**src/rtl/xint_pkg.sv**
```systemverilog
// Package: shared widths and helpers for the top external interrupt selector.
// Assumes identities fit 11 bits (at most 2047 usable identities).
package xint_pkg;
    localparam int ID_W   = 11;
    localparam int TOP_W  = 32;
    localparam int DLV_W  = 32;
    localparam logic [DLV_W-1:0] DLV_ON = 32'd1;

    // Pack an identity into the top word: identity field and priority field.
    function automatic logic [TOP_W-1:0] pack_top(input logic [ID_W-1:0] id);
        pack_top = {5'b0, id, 5'b0, id};
    endfunction
endpackage

```
**src/rtl/xint_elig.sv**
```systemverilog
// Eligibility mask: marks each identity that is pending, enabled and under
// the threshold (threshold 0 lets all through). Identity 0 is always masked.
// Assumes NUM_IDS <= 2048.
module xint_elig
    import xint_pkg::*;
#(
    parameter int NUM_IDS = 64
) (
    input  logic [NUM_IDS-1:0] pend_i,
    input  logic [NUM_IDS-1:0] en_i,
    input  logic [ID_W-1:0]    thresh_i,
    output logic [NUM_IDS-1:0] elig_o
);
    localparam logic [NUM_IDS-1:0] ZERO_MASK = ~NUM_IDS'(1);

    logic              no_thr;
    logic [NUM_IDS-1:0] raw;

    // Threshold of zero disables the threshold gate.
    assign no_thr = (thresh_i == '0);

    for (genvar i = 0; i < NUM_IDS; i++) begin : g_bit
        // Per-identity gate: pending, enabled, and below threshold.
        assign raw[i] = pend_i[i] & en_i[i] & (no_thr | (ID_W'(i) < thresh_i));
    end

    // Identity 0 is reserved for "none" and never competes.
    assign elig_o = raw & ZERO_MASK;
endmodule

```
**src/rtl/xint_lowsel.sv**
```systemverilog
// Lowest-index finder, two levels: a find-first inside each group of GRP
// bits, then a find-first across the groups. Assumes GRP >= 2 and
// N <= 2048 so an index fits ID_W bits.
module xint_lowsel
    import xint_pkg::*;
#(
    parameter int N   = 64,
    parameter int GRP = 8
) (
    input  logic [N-1:0]    vec_i,
    output logic            hit_o,
    output logic [ID_W-1:0] idx_o
);
    localparam int NG   = (N + GRP - 1) / GRP;
    localparam int PADN = NG * GRP;
    localparam int OW   = $clog2(GRP);

    logic [PADN-1:0] pad;
    logic [NG-1:0]   ghit;
    logic [OW-1:0]   goff [NG];

    // Zero-extend the input to a whole number of groups.
    assign pad = PADN'(vec_i);

    for (genvar g = 0; g < NG; g++) begin : g_grp
        logic          gh;
        logic [OW-1:0] go;
        // Find the lowest set bit inside this group.
        always_comb begin
            gh = 1'b0;
            go = '0;
            for (int b = GRP - 1; b >= 0; b--) begin
                if (pad[g*GRP + b]) begin
                    gh = 1'b1;
                    go = OW'(b);
                end
            end
        end
        assign ghit[g] = gh;
        assign goff[g] = go;
    end

    // Pick the lowest group that has a hit and form the full index.
    always_comb begin
        hit_o = 1'b0;
        idx_o = '0;
        for (int g = NG - 1; g >= 0; g--) begin
            if (ghit[g]) begin
                hit_o = 1'b1;
                idx_o = ID_W'(g * GRP) + ID_W'(goff[g]);
            end
        end
    end
endmodule

```
**src/rtl/xint_topsel.sv**
```systemverilog
// Top external interrupt selector: registers the winning identity and the
// request line, presents the packed top word, and turns a claim into a clear
// strobe for the identity shown in that same cycle.
// Assumes pending storage outside acts on clr_o/clr_id_o.
module xint_topsel
    import xint_pkg::*;
#(
    parameter int NUM_IDS = 64,
    parameter int GRP     = 8
) (
    input  logic               clk,
    input  logic               rst_n,
    input  logic [NUM_IDS-1:0] pend_i,
    input  logic [NUM_IDS-1:0] en_i,
    input  logic [ID_W-1:0]    thresh_i,
    input  logic [DLV_W-1:0]   deliv_i,
    input  logic               claim_i,
    output logic               irq_o,
    output logic [TOP_W-1:0]   topei_o,
    output logic               clr_o,
    output logic [ID_W-1:0]    clr_id_o
);
    logic [NUM_IDS-1:0] elig;
    logic               win_hit;
    logic [ID_W-1:0]    win_id;
    logic [ID_W-1:0]    top_id_q;
    logic               irq_q;

    xint_elig #(.NUM_IDS(NUM_IDS)) u_elig (
        .pend_i  (pend_i),
        .en_i    (en_i),
        .thresh_i(thresh_i),
        .elig_o  (elig)
    );

    xint_lowsel #(.N(NUM_IDS), .GRP(GRP)) u_sel (
        .vec_i(elig),
        .hit_o(win_hit),
        .idx_o(win_id)
    );

    // Register the winner and the delivery-gated request line.
    always_ff @(posedge clk) begin
        if (!rst_n) begin
            top_id_q <= '0;
            irq_q    <= 1'b0;
        end else begin
            top_id_q <= win_hit ? win_id : '0;
            irq_q    <= win_hit && (deliv_i == DLV_ON);
        end
    end

    // Present the packed top word and the request line.
    assign topei_o = pack_top(top_id_q);
    assign irq_o   = irq_q;

    // A claim clears the identity visible now, and only if one is shown.
    assign clr_o    = claim_i && (top_id_q != '0);
    assign clr_id_o = top_id_q;
endmodule

```
**config.mk**
```make
export PLATFORM = sky130hd
export DESIGN_NAME = xint_topsel
export DESIGN_NICKNAME = d
export VERILOG_FILES = /design/src/rtl/xint_pkg.sv /design/src/rtl/xint_elig.sv /design/src/rtl/xint_lowsel.sv /design/src/rtl/xint_topsel.sv
export SDC_FILE = /design/constraint.sdc
export NUM_CORES = 1
export LEC_CHECK = 0
export ABC_CLOCK_PERIOD_IN_PS = 5100
export BUFFER_PORTS_ARGS = -buffer_cell sky130_fd_sc_hd__buf_2
export CAP_MARGIN = 20
export CORE_ASPECT_RATIO = 1.2
export CORE_MARGIN = 1.5
export CORE_UTILIZATION = 42
export CTS_BUF_LIST = sky130_fd_sc_hd__clkbuf_4 sky130_fd_sc_hd__clkbuf_8
export CTS_CLUSTER_SIZE = 14
export DETAILED_ROUTE_END_ITERATION = 10
export PLACE_DENSITY = 0.92
export SYNTH_ARGS = -nofsm -noshare
export SYNTH_HDL_FRONTEND = slang
export SYNTH_SLANG_ARGS = --single-unit
```
**constraint.sdc**
```tcl
create_clock -name clk -period 5.1 [get_ports clk]
set_input_delay 1.02 -clock clk [delete_from_list [all_inputs] [get_ports clk]]
set_output_delay 1.02 -clock clk [all_outputs]
set_load 0.05 [all_outputs]
```
==> summary.txt, run 1 <==
Worst setup path
  • Critical path startpoint: thresh_i[3]
  • Worst path buffer plus inverter count: 1
  • Critical Path RT: 5200 ps
  • Worst Path Arrival: 4440 ps
  • Startpoint types: primary input
  • CP peak stage delay: 510 ps
  • Critical path's top delay family: simple AND/OR/NAND/NOR gates
  • Critical path peak fanout: 24
  • CP Capture Type: flip-flop
  • Slowest cell on the critical path: or4b_1
  • Cell Chain, Critical Path: buf_2 > or4b_1 > o311a_1 > or4_1 > o31a_1 > nor4_4 > nand4_2 > o41ai_4 > nor4_1 > o2bb2ai_1
  • Crit Path Class: primary input to flip-flop

Global route
  • GR Util All Layers: 30.3%
  • Gr ovfl total: 0
  • First-pass GRT wire length: 18100 um
  • Vias in the first global route: 4029
  • Antenna violations before repair: 0
  • Largest net degree at the start of global routing: 25

Cells and area
  • Antenna cell count: 0
  • FILL cells: 679
  • Share of cells above drive strength 1: 34.4%
  • Area grow syn2layout: 31.2%
  • Final instance area: 3790 um^2
  • # nets final: 815

Power
  • Clock power share: 16.2%
  • P_leak: 1.81 nW
  • Switching Fraction: 51.5%
  • Flop pwr share: 12.3%
  • Int Pwr: 0.000237 W
  • Net switching power: 0.000251 W
  • Pwr/cell area: 129 nW/um^2
  • VDD IR max: 0.0000955 V
  • Comb power frac: 71.5%

Die
  • Die ar.: 7390 um^2
  • Die height: 93.9 um
  • Initial Util: 44.3%
  • Die extent in x: 78.7 um
  • Core box area: 6530 um^2
  • Row count: 32
  • Ports: 219

Placed design
  • Detailed Place HPWL: 9800 um
  • Placement Cell Area: 3750 um^2
  • Routability Congestion: 0.971
  • PortBufs: 191

Synthesis
  • FFs w/ async S/R, synth: 0%
  • Leading area contributor after synthesis: nand2_1
  • Post-synth top area share: 10.4%
  • Ys flop type: dfxtp_1
  • Yosys cell types: 71
  • Synthesis warning total: 0
  • EDFF count, synth: 0
  • Post-synthesis sequential area ratio: 4.85%
  • Post-synthesis cell area: 2890 um^2
  • Largest cells by area after synthesis: nand2_1 (10%), buf_4 (9.9%), a21oi_1 (7.1%), o21ai_0 (5.4%), dfxtp_1 (4.8%)
  • Post-synthesis register bit count: 7
  • Syn Inst Count: 468
  • Syn Area/Cell: 6.18 um^2

Hold path
  • Hold Crit Class: primary input to flip-flop
  • Hold_sp: deliv_i[17]

Clock network
  • H-tree levels: 1
  • TritonCTS Buffers: 3
  • # hold bufs at CTS: 0
  • Postcts setup bufs: 0
  • Clock Tree Root: clkbuf_8
  • Post-cts sizing count: 0
  • Clock transition at the registers of the reported paths: 40 ps
  • CTS tree: yes
  • Sink Count: 7
  • Max clock buf depth: 2

Detailed routing
  • Post-route ant nets: 0
  • DRC viols: 0
  • DRT iter0 DRCs: 341
  • Met3 WL post-DR: 1080 um
  • 1st-pass router iterations: 7
  • Final WL: 12000 um
  • Met2 WL: 5920 um
  • DR WL/cell: 16.5 um
  • Vias: 4421
  • Vias per inst: 6.10
  • M1 WL: 4560 um
  • Top Layer Used: met4

Timing
  • Tmin final: 4340 ps
  • Slew Limit Fails: 0
  • Hold WS: 1050 ps
  • Post-Route Setup TNS: 0 ps
  • Rel. slew slack: 45.4%
  • RSZ-0062 raised after global routing: false
  • Final hold vios: 0
  • Least-Margin Pin Slew: 813 ps
  • Peak Freq: 231 MHz
  • Endpoints failing setup: 0
  • Tcrit/Tclk final: 85.0%

Job
  • Max Cap Viol: 0

Status
  • Status: completed
[layout by cell type, fill, tap and decap left out, types with 5 or more instances in the layout]
master / n
o22ai_1: 8
nand2_1: 80
nor2_1: 34
nor3_1: 10
dfxtp_1: 7
a21o_1: 6
nand4_1: 8
a31oi_1: 15
or3_1: 9
buf_2: 191
a22o_1: 5
conb_1: 25
buf_4: 8
a21oi_1: 41
and2_1: 7
o21ai_0: 31
a211oi_1: 5
or4_1: 5
nor4_1: 13
nand3_1: 24
a22oi_1: 17
[final cells by class]
cell class                      instances  area (um^2)  area share (%)
Clock inverter                          1         5.00           0.132
Sequential cell                         7          140            3.70
Multi-Input combinational cell        428         2480            65.3
Tap cell                               85          106            2.80
Clock buffer                            3         41.3            1.09
Timing Repair Buffer                  199         1020            26.8
Inverter                                2         7.51           0.198
[worst min-delay path, cell delays in order]
cell	delay, ps
buf_2	70
nor4_1	30
nand4_1	60
nor3_1	40
[flip-flops by register name, summed over array words and instances (netlist names)]
register	count
clr_id_o	6
irq_o	1
[routing by layer]
layer	vias to the layer above	track usage, %
met4	0	12.6
met2	289	54.6
met3	33	4.08
met1	1996	35.6
li1	2103	-
met5	-	0
[worst paths after layout]
path / to / slack, ps / depth (start not counted)
hold / removal: irq_o$_SDFF_PN0_ / 1050 / 4
setup / recovery: clr_id_o[0]$_SDFF_PN0_ / 760 / 10
[power groups by stage]
stage                     Sequential, W  Clock [W]  Combinational, W
after floorplan               0.0000693          0          0.000230
after global placement        0.0000605          0          0.000336
after detailed placement      0.0000608          0          0.000342
after CTS                     0.0000599  0.0000802          0.000343
after global routing          0.0000604  0.0000845          0.000376
final                         0.0000598  0.0000791          0.000349
[kinds of logic (layout without fill, tap and decap cells)]
kind of cell | Yosys count | after routing | share of synthesized area, %
and+or+nand+nor | 220 | 220 | 38.9
AOI/OAI and AO/OA | 181 | 181 | 42.8
buffers and inverters | 57 | 205 | 12.6
DFF | 7 | 7 | 4.85
other | 1 | 25 | 0.130
xor gates and xnor gates | 1 | 1 | 0.303
muxes | 1 | 1 | 0.389
[stage by stage]
| step | instances | total power, W | worst slack (ps) | utilization [%] |
|---|---|---|---|---|
| 6_report | 725 | 0.000488 | 764 | 58.1 |
| 2_1_floorplan | 492 | 0.000299 | 1140 | - |
| 4_1_cts | 725 | 0.000483 | 788 | 58.1 |
| 3_5_place_dp | 721 | 0.000403 | 547 | 57.4 |
| 3_3_place_gp | 721 | 0.000396 | 627 | 57.4 |
| 5_1_grt | 725 | 0.000521 | 593 | 58.1 |
[cell usage after synthesis (all sizes together), types with 5 or more instances]
cell type / instances
nand3: 24
or3: 9
or4: 5
o22ai: 8
and2: 8
a211oi: 5
nand4: 9
buf: 40
dfxtp: 7
a22oi: 17
nor4: 14
clkbuf: 15
a31o: 5
o21ai: 32
nor3: 11
a22o: 5
nor2: 34
nand2: 80
a31oi: 15
a21o: 6
a21oi: 41
or2: 6
(Power assumes the default switching activity.)
==> run 2, diff against run 1 <==
--- a/config.mk
+++ b/config.mk
@@ -8,13 +8,15 @@
 export ABC_CLOCK_PERIOD_IN_PS = 5100
 export BUFFER_PORTS_ARGS = -buffer_cell sky130_fd_sc_hd__buf_2
 export CAP_MARGIN = 20
+export CELL_PAD_IN_SITES_DETAIL_PLACEMENT = 1
+export CELL_PAD_IN_SITES_GLOBAL_PLACEMENT = 1
 export CORE_ASPECT_RATIO = 1.2
 export CORE_MARGIN = 1.5
-export CORE_UTILIZATION = 42
+export CORE_UTILIZATION = 26
 export CTS_BUF_LIST = sky130_fd_sc_hd__clkbuf_4 sky130_fd_sc_hd__clkbuf_8
 export CTS_CLUSTER_SIZE = 14
 export DETAILED_ROUTE_END_ITERATION = 10
-export PLACE_DENSITY = 0.92
+export PLACE_DENSITY_LB_ADDON = 0.1
 export SYNTH_ARGS = -nofsm -noshare
 export SYNTH_HDL_FRONTEND = slang
 export SYNTH_SLANG_ARGS = --single-unit
==> summary.txt, run 2 (synthesis results as in run 1) <==
Placed design
  • Detailed Place HPWL: 11500 um
  • PortBufs: 191
  • Routability Congestion: 0.851

Timing
  • Tmin final: 4340 ps
  • Endpoints failing setup: 0
  • RSZ-0062 raised after global routing: false
  • Post-Route Setup TNS: 0 ps
  • Least-Margin Pin Slew: 662 ps
  • Slew Limit Fails: 0
  • Hold WS: 1070 ps
  • Peak Freq: 230 MHz
  • Final hold vios: 0
  • Rel. slew slack: 54.8%
  • Tcrit/Tclk final: 85.1%

Detailed routing
  • DRC viols: 0
  • 1st-pass router iterations: 4
  • DRT iter0 DRCs: 135
  • DR WL/cell: 17.5 um
  • Vias: 4285
  • Vias per inst: 5.51
  • Post-route ant nets: 0
  • Final WL: 13600 um

Cells and area
  • Commonest non-fill, non-tap cell in the layout: buf_2
  • Area grow syn2layout: 34.4%
  • FILL cells: 1545
  • Share of cells above drive strength 1: 34.8%
  • Max reg flops: 6
  • Commonest non-fill, non-tap cells in the layout: buf_2 (191), nand2_1 (80), a21oi_1 (41), nor2_1 (34), o21ai_0 (31)
  • # nets final: 819

Power
  • VDD IR max: 0.0000769 V
  • PnR Total Power: 0.000496 W
  • P_leak: 1.83 nW
  • Pwr/cell area: 128 nW/um^2

Die
  • Initial Util: 26.5%
  • Die extent in x: 99.3 um
  • Row count: 42
  • Die height: 119 um
  • Core box area: 10900 um^2
  • Die ar.: 11800 um^2
  • Ports: 219

Clock network
  • Sink Count: 7
  • CTS tree: yes
  • Clock transition at the registers of the reported paths: 40 ps
  • H-tree levels: 1
  • # hold bufs at CTS: 0
  • Max clock buf depth: 2
  • Post-cts sizing count: 0
  • TritonCTS Buffers: 3
  • Postcts setup bufs: 0
  • Clock Tree Root: clkbuf_8

Global route
  • Largest net degree at the start of global routing: 25
  • Vias in the first global route: 4522
  • Antenna violations before repair: 0
  • Gr ovfl total: 0
  • GR Util All Layers: 22.8%
  • First-pass GRT wire length: 22000 um

Worst setup path
  • Worst Path Arrival: 4440 ps
  • CP Capture Type: flip-flop
  • Crit Path Class: primary input to flip-flop
  • Startpoint types: primary input
  • Critical path peak fanout: 24
  • Critical Path RT: 5200 ps

Status
  • Status: completed

Job
  • Max Cap Viol: 0

Hold path
  • Hold Crit Class: primary input to flip-flop
==> run 2: cell types whose count changed in the layout (fill, tap and decap cells not counted), sizes merged <==
cell	previous run	this run
buf	199	203
clkbuf	3	4
clkinv	1	0
diode	0	1
==> run 2: stage by stage <==
step / instance area, um^2 / util, % / std cells / worst slack (ps)
final: 3890 / 35.6 / 777 / 758
after global routing: 3880 / 35.5 / 776 / 553
after CTS: 3880 / 35.5 / 776 / 729
after detailed placement: 3830 / 35.1 / 772 / 507
after global placement: 3830 / 35.1 / 772 / 582
after floorplan: 2980 / - / 492 / 1140
==> run 2: final timing paths <==
kind / from / to / slack [ps] / depth (start not counted)
hold / removal: deliv_i[25] / irq_o$_SDFF_PN0_ / 1070 / 4
setup / recovery: thresh_i[3] / clr_id_o[0]$_SDFF_PN0_ / 760 / 10
==> run 2: power by group <==
part / switching, W / internal, W / total, W
logic: 0.000226 / 0.000127 / 0.000353
registers: 0.00000227 / 0.0000576 / 0.0000599
clock network: 0.0000231 / 0.0000593 / 0.0000824
total: 0.000251 / 0.000244 / 0.000496
==> run 2: layout make-up <==
class	count	area, um^2	area share (%)
tap	132	165	4.25
timing repair buffer	203	1050	26.9
sequential	7	140	3.61
antenna	1	2.50	0.0644
multi-input combinational	428	2480	63.7
clock buffer	4	48.8	1.26
inverter	2	7.51	0.193
==> run 2: critical path, cell delays in order <==
cell and delay [ps]:
buf_2 360, or4b_1 520, o311a_1 410, or4_1 460, o31a_1 350, nor4_4 390, nand4_2 180, o41ai_4 500
nor4_1 110, o2bb2ai_1 140
==> run 2: metal layers <==
layer / global-route usage, % / routed length (um) / vias to the layer above
li1: - / - / 2105
met5: 0 / 0 / -
met3: 1.77 / 453 / 16
met4: 4.58 / 190 / 0
met1: 27.5 / 5720 / 2043
met2: 43.4 / 7200 / 121
==> run 3, diff against run 2 <==
--- a/config.mk
+++ b/config.mk
@@ -7,13 +7,13 @@
 export LEC_CHECK = 0
 export ABC_CLOCK_PERIOD_IN_PS = 5100
 export BUFFER_PORTS_ARGS = -buffer_cell sky130_fd_sc_hd__buf_2
-export CAP_MARGIN = 20
+export CAP_MARGIN = 25
 export CELL_PAD_IN_SITES_DETAIL_PLACEMENT = 1
 export CELL_PAD_IN_SITES_GLOBAL_PLACEMENT = 1
 export CORE_ASPECT_RATIO = 1.2
 export CORE_MARGIN = 1.5
 export CORE_UTILIZATION = 26
-export CTS_BUF_LIST = sky130_fd_sc_hd__clkbuf_4 sky130_fd_sc_hd__clkbuf_8
+export CTS_BUF_LIST = sky130_fd_sc_hd__clkbuf_8
 export CTS_CLUSTER_SIZE = 14
 export DETAILED_ROUTE_END_ITERATION = 10
 export PLACE_DENSITY_LB_ADDON = 0.1
==> summary.txt, run 3 (synthesis results as in run 1) <==
Status
  • Status: completed

Detailed routing
  • DRC viols: 0
  • Post-route ant nets: 0
  • M1 WL: 5610 um
  • Met2 WL: 7220 um
  • Met3 WL post-DR: 519 um
  • DRT iter0 DRCs: 142
  • Top Layer Used: met4
  • Vias: 4267
  • DR WL/cell: 17.4 um
  • Vias per inst: 5.49
  • Final WL: 13500 um
  • 1st-pass router iterations: 4

Cells and area
  • FILL cells: 1543
  • Area grow syn2layout: 34.3%
  • Max reg flops: 6
  • Commonest non-fill, non-tap cells in the layout: buf_2 (191), nand2_1 (80), a21oi_1 (41), nor2_1 (34), o21ai_0 (31)
  • Commonest non-fill, non-tap cell in the layout: buf_2
  • # nets final: 819
  • Share of cells above drive strength 1: 34.6%
  • Fin util: 35.5%

Global route
  • Gr ovfl total: 0
  • GR Util All Layers: 22.8%
  • First-pass GRT wire length: 22000 um
  • Vias in the first global route: 4525
  • Antenna violations before repair: 0
  • Largest net degree at the start of global routing: 25

Clock network
  • TritonCTS Buffers: 3
  • Clock transition at the registers of the reported paths: 40 ps
  • # hold bufs at CTS: 0
  • Clock Tree Root: clkbuf_8
  • Max clock buf depth: 2
  • Postcts setup bufs: 0
  • Post-cts sizing count: 0
  • CTS tree: yes
  • H-tree levels: 1
  • Sink Count: 7

Die
  • Die height: 119 um
  • Row count: 42
  • Die extent in x: 99.3 um
  • Ports: 219
  • Die ar.: 11800 um^2
  • Core box area: 10900 um^2
  • Initial Util: 26.5%

Worst setup path
  • Cell Chain, Critical Path: buf_2 > or4b_1 > o311a_1 > or4_1 > o31a_1 > nor4_4 > nand4_2 > o41ai_4 > nor4_1 > o2bb2ai_1
  • Startpoint types: primary input
  • Slowest cell on the critical path: or4b_1
  • CP peak stage delay: 520 ps
  • CP Capture Type: flip-flop
  • Crit Path Class: primary input to flip-flop
  • Critical path startpoint: thresh_i[3]
  • Critical Path RT: 5200 ps
  • Worst Path Arrival: 4440 ps
  • Critical path peak fanout: 24

Timing
  • Least-Margin Pin Slew: 654 ps
  • Rel. slew slack: 55.3%
  • Tcrit/Tclk final: 85.1%
  • Tmin final: 4340 ps
  • Peak Freq: 230 MHz
  • RSZ-0062 raised after global routing: false
  • Endpoints failing setup: 0
  • Slew Limit Fails: 0
  • Post-Route Setup TNS: 0 ps
  • Final hold vios: 0

Hold path
  • Hold_sp: deliv_i[25]
  • Hold Crit Class: primary input to flip-flop

Power
  • Pwr/cell area: 126 nW/um^2
  • P_leak: 1.83 nW
  • VDD IR max: 0.0000716 V

Job
  • Max Cap Viol: 0

Placed design
  • Routability Congestion: 0.851
  • PortBufs: 191
  • Detailed Place HPWL: 11500 um
-- run 3: routing by layer --
metal / vias up / GRT usage (%)
li1: 2105 / -
met1: 2032 / 27.6
met2: 118 / 43.4
met3: 12 / 1.77
met4: 0 / 4.58
met5: - / 0
-- run 3: worst max-delay path, delay by kind of cell --
| family | cells | cell delay [ps] |
|---|---|---|
| AO/OA/AOI/OAI | 4 | 1400 |
| buffers and inverters | 1 | 360 |
| AND/OR/NAND/NOR | 5 | 1650 |
-- run 3: path summary, 6_finish.rpt --
check	endpoint	slack (ps)	cells after the start
max	clr_id_o[0]$_SDFF_PN0_	760	10
min	irq_o$_SDFF_PN0_	1070	4
-- run 3: power breakdown --
part / switching, W / internal, W
clock: 0.0000232 / 0.0000519
sequential: 0.00000227 / 0.0000576
combinational: 0.000226 / 0.000127
total: 0.000252 / 0.000237
-- run 3: layout make-up --
type	instances	area (um^2)	area share, %
clock buffer	3	41.3	1.06
clock inverter	1	3.75	0.0967
inverter	2	7.51	0.193
multi-input combinational	428	2480	63.8
tap	132	165	4.25
sequential	7	140	3.61
antenna	1	2.50	0.0645
timing repair buffer	203	1050	26.9
-- run 3: per-stage QoR --
step | power, W | cell area (um^2) | hold WS, ps | std cells | setup WS, ps
after floorplan | 0.000299 | 2980 | 1160 | 492 | 1140
after global placement | 0.000408 | 3830 | 1300 | 772 | 582
after detailed placement | 0.000413 | 3830 | 1300 | 772 | 507
after CTS | 0.000489 | 3880 | 1070 | 776 | 731
after global routing | 0.000529 | 3880 | 1100 | 776 | 545
final | 0.000488 | 3880 | 1070 | 777 | 760
